`config.mk`:
```
export PLATFORM = sky130hd
export DESIGN_NAME = ofdm_par_meter
export DESIGN_NICKNAME = d
export VERILOG_FILES = /design/src/rtl/ofdm_par_meter.sv
export SDC_FILE = /design/constraint.sdc
export NUM_CORES = 2
export LEC_CHECK = 0
export ABC_AREA = 1
export BUFFER_PORTS_ARGS = -buffer_cell sky130_fd_sc_hd__buf_2
export CORE_MARGIN = 2
export CORE_UTILIZATION = 45
export CTS_CLUSTER_DIAMETER = 50
export CTS_CLUSTER_SIZE = 16
export DETAILED_ROUTE_END_ITERATION = 6
export SYNTH_ARGS = -nofsm -noshare
export SYNTH_HDL_FRONTEND = slang
export SYNTH_SLANG_ARGS = --single-unit
```
`constraint.sdc`:
```
create_clock -name clk -period 11.2 [get_ports clk]
set_input_delay 1.12 -clock clk [delete_from_list [all_inputs] [get_ports clk]]
set_output_delay 1.12 -clock clk [all_outputs]
set_load 0.005 [all_outputs]
```
`src/rtl/ofdm_par_meter.sv`:
```
module ofdm_par_meter #(
  parameter int IQ_W     = 12,
  parameter int THR_W    = 16,
  parameter int THR_FRAC = 8
) (
  input  logic                   clk,
  input  logic                   rst_n,
  input  logic [THR_W-1:0]       thr,
  input  logic                   fd_valid,
  input  logic                   fd_sos,
  input  logic [5:0]             fd_idx,
  input  logic signed [IQ_W-1:0] fd_i,
  input  logic signed [IQ_W-1:0] fd_q,
  input  logic                   td_valid,
  input  logic                   td_sos,
  input  logic [5:0]             td_idx,
  input  logic signed [IQ_W-1:0] td_i,
  input  logic signed [IQ_W-1:0] td_q,
  output logic [2*IQ_W-1:0]      peak_pwr,
  output logic [2*IQ_W+5:0]      data_sum,
  output logic                   over,
  output logic                   done
);
  localparam int PWR_W  = 2 * IQ_W;
  localparam int SUM_W  = PWR_W + 6;
  localparam int NDATA  = 48;
  localparam int CMP_W  = THR_W + SUM_W;
  localparam logic [CMP_W-1:0] SCALE = CMP_W'(NDATA) << THR_FRAC;

  function automatic logic carries_data(input logic [5:0] k);
    case (k)
      6'd0, 6'd7, 6'd21, 6'd43, 6'd57: carries_data = 1'b0;
      default:                         carries_data = !(k >= 6'd27 && k <= 6'd37);
    endcase
  endfunction

  logic signed [PWR_W-1:0] f_ii, f_qq, t_ii, t_qq;
  logic [PWR_W-1:0] f_pwr, t_pwr, peak_base, peak_next, peak_acc;
  logic [SUM_W-1:0] sum_acc, sum_base;
  logic             last_t;

  assign f_ii  = fd_i * fd_i;
  assign f_qq  = fd_q * fd_q;
  assign t_ii  = td_i * td_i;
  assign t_qq  = td_q * td_q;
  assign f_pwr = PWR_W'(f_ii) + PWR_W'(f_qq);
  assign t_pwr = PWR_W'(t_ii) + PWR_W'(t_qq);

  assign sum_base  = fd_sos ? '0 : sum_acc;
  assign peak_base = td_sos ? '0 : peak_acc;
  assign peak_next = (t_pwr > peak_base) ? t_pwr : peak_base;
  assign last_t    = td_valid && td_idx == 6'd63;

  always_ff @(posedge clk or negedge rst_n) begin
    if (!rst_n) begin
      sum_acc <= '0;
    end else if (fd_valid) begin
      sum_acc <= sum_base + (carries_data(fd_idx) ? SUM_W'(f_pwr) : '0);
    end
  end

  always_ff @(posedge clk or negedge rst_n) begin
    if (!rst_n) begin
      peak_acc <= '0;
    end else if (td_valid) begin
      peak_acc <= peak_next;
    end
  end

  always_ff @(posedge clk or negedge rst_n) begin
    if (!rst_n) begin
      peak_pwr <= '0;
      data_sum <= '0;
      over     <= 1'b0;
      done     <= 1'b0;
    end else begin
      done <= last_t;
      if (last_t) begin
        peak_pwr <= peak_next;
        data_sum <= sum_acc;
        over     <= (CMP_W'(peak_next) * SCALE) > (CMP_W'(thr) * CMP_W'(sum_acc));
      end
    end
  end
endmodule

```
==> impl_metrics.csv <==
group,metric,value,unit
run_status,status,"finished, final reports clean",
placed_design,globalplace.congestion,0.933,
setup_path,start_kind,"input pin",
synthesis,synth_top_area_frac,0.439,
finish,final_common_cell,"inv_1",
routing,via_per_inst,4.90,
setup_path,crit_path_end_kind,"register",
cts,cts.clk_slew.worst_paths,0.08,ns
timing,hold_viol,0,
synthesis,ys.flop_type,"dfrtp_1",
timing,worstMarginPinSlew,1.07,ns
cts,cts_buffer_depth,2,
worst_hold_path,hp-class,"reg -> reg",
worst_hold_path,whs_endpoint,"sum_acc[10]",
placed_design,hpwl,95.4,mm
finish,multi_input_area,0.0349,mm2
finish,final_cell_mix,"1510 x inv_1, 1254 x nand2_1, 953 x fa_1",
setup_path,path_max_fanout,10,
cts,insertion_delay,0.40,ns
grt,grt-ovfl-total,0,
placed_design,portBuffers,137,
routing,drt_first_pass_iters,5,
synthesis,synth_area,0.0437,mm2
timing,tns,0,ns
synthesis,synth_cell_types,55,
setup_path,worstPathArrival,11.34,ns
timing,rsz0062_at_grt,"true",
setup_path,slowest_delay,0.59,ns
routing,drcViolationCount,0,
floorplan,die_area,0.0996,mm2
timing,max-slew-margin-rel,0.289,
cts,h-tree-depth,3,
floorplan,initial_utilization,0.453,
cts,postCtsHoldBufs,0,
routing,routed-wl-met2,53.9,mm
setup_path,crit_required,11.49,ns
synthesis,syn-num-nets,6845,
cts,cts_tree,"yes",
timing,fin_crit_sh,0.987,
setup_path,r2r_start,"sum_acc[8]",
setup_path,reg2regPathDepth,35,
routing,post_drt_wl_per_cell,16.1,um
floorplan,pin_count,138,
timing,whs,0.487,ns
cts,cts_num_sinks,110,
worst_hold_path,worstHoldStart,"sum_acc[10]",
setup_path,crit_top_cell,"nand2_1",
timing,layout_min_cycle_time,11.05,ns
synthesis,synthArstFlopShare,1.00,
placed_design,placed_cells,6872,
grt,grt_max_degree,75,
synthesis,synth-seq-cells,110,
timing,finalSetupViolCount,0,
synthesis,avgSynthCellArea,8.08,um2
finish,nFillCells,9530,
routing,ant_nets,0,
synthesis,synth_edf_count,0,
grt,grt_pass1_wl,185,mm
cts,ctsRootBufferMaster,"clkbuf_16",
routing,drt-met1-wl,49.7,mm
synthesis,yosysWarnings,0,
grt,grt_pass1_vias,35335,
synthesis,ys_seq_area_frac,0.0630,
synthesis,ys_top_cells_by_area,"fa_1 44%, inv_1 13%, ha_1 11%, nand2_1 11%, dfrtp_1 6.3%",
setup_path,reg2reg_slack,3.02,ns
routing,highest_layer,"met5",
routing,routed_wl,111,mm
floorplan,die_w,316,um
finish,drive_gt1_frac,0.0962,
setup_path,path_class,"in -> reg",
timing,finClkSkew,0.0139,ns
routing,first_iter_violations,1773,
floorplan,rows,114,
finish,finalNetCount,7053,
finish,stdcell_count,6901,
setup_path,reg2reg_to,"over",
timing,max_freq,90.5,MHz
routing,vias,33818,
grt,antenna_found_initial,5,
timing,finalMaxSlewViolations,0,
finish,synthToLayoutAreaGrowth,9.76,%
cts,numCtsBuffers,9,
synthesis,synthCells,5409,
finish,final_util,0.497,
grt,track_usage,0.234,
finish,final-seq-area,0.00275,mm2
synthesis,synth_area_leader_cell,"fa_1",
job,drv_cap,0,
routing,dr_wl_met3,5.22,mm
worst_hold_path,hold_depth,2,
setup_path,cp_slowest_cell,"fa_1",
floorplan,chipHeight,316,um
floorplan,core,0.0964,mm2
-- synth_stat cells (all sizes together), types with 2 or more instances --
cell       n
nand4     17
ha       397
fa       957
nand2   1285
xnor2     63
nor2     185
and2       3
clkbuf   182
nand3     75
o211ai     6
nor3      23
dfrtp    110
o22ai      2
a221oi     3
a21boi     4
o21ai    189
inv     1515
o221ai     5
nand3b     8
o21bai    15
o31ai      3
a21oi    175
a31oi     23
o21a      10
a21o      11
or2       22
xor2      86
nor4      11
buf        8
clkinv     2
and3       7
-- kinds of logic (layout without fill, tap and decap cells) --
logic type | after synthesis | after routing | synth area share
buf+inv | 1707 | 1920 | 0.147
fa+ha+maj | 1354 | 1354 | 0.552
compound gates | 450 | 450 | 0.0565
flops | 110 | 110 | 0.0630
xor+xnor | 150 | 150 | 0.0304
mux | 1 | 1 | 0.000258
other cells | 0 | 3 | 0
simple gates | 1637 | 1637 | 0.151
-- timing repair --
item                       in CTS  in global routing
resized for setup               5                113
setup endpoints to repair       1                  1
cloned                          0                  1
pin swaps                       0                 30
buffers inserted                0                  9
-- worst max-delay path: cells and delay by family --
kind,cells,cell delay (ns)
AOI/OAI and AO/OA,5,0.70
and+or+nand+nor,32,3.72
adders and majority gates,11,4.57
buffers and inverters,11,1.21
-- area by class of cell --
cell class / instances / area share
Timing Repair inverter: 1 / 0.000157
Tap cell: 1276 / 0.0333
Antenna cell: 3 / 0.000157
Inverter: 1517 / 0.119
Sequential cell: 110 / 0.0574
Multi-Input combinational cell: 3592 / 0.729
Clock buffer: 9 / 0.00470
Timing Repair Buffer: 386 / 0.0550
Clock inverter: 7 / 0.00157
-- worst max path at each step --
stage | start | end | depth (start not counted)
finish | td_q[11] | over | 59
global route | td_q[11] | over | 56
global placement | td_q[11] | over | 55
CTS | td_q[11] | over | 58
detailed placement | td_q[11] | over | 56
floorplan | td_i[0] | over | 59
-- sequential cells by signal, summed over array words and instances (netlist names) --
| name | count |
|---|---|
| data_sum | 30 |
| sum_acc | 30 |
| peak_acc | 24 |
| peak_pwr | 24 |
| done | 1 |
| over | 1 |
-- metrics by stage --
step	worst slack, ns	instance area, um2
final	0.150	47900
after global routing	-0.305	47900
after CTS	0.00974	47400
after detailed placement	-0.497	47100
after global placement	-0.301	47100
after floorplan	0.101	43700
-- routing by layer --
layer  vias up  GRT usage
met2       722      0.393
met1     16851      0.328
met4         2     0.0513
met5         -          0
li1      16109          -
met3       134     0.0253
Power is not shown: default switching activity piles up to over one toggle a cycle in this logic, so the estimate is an artifact.
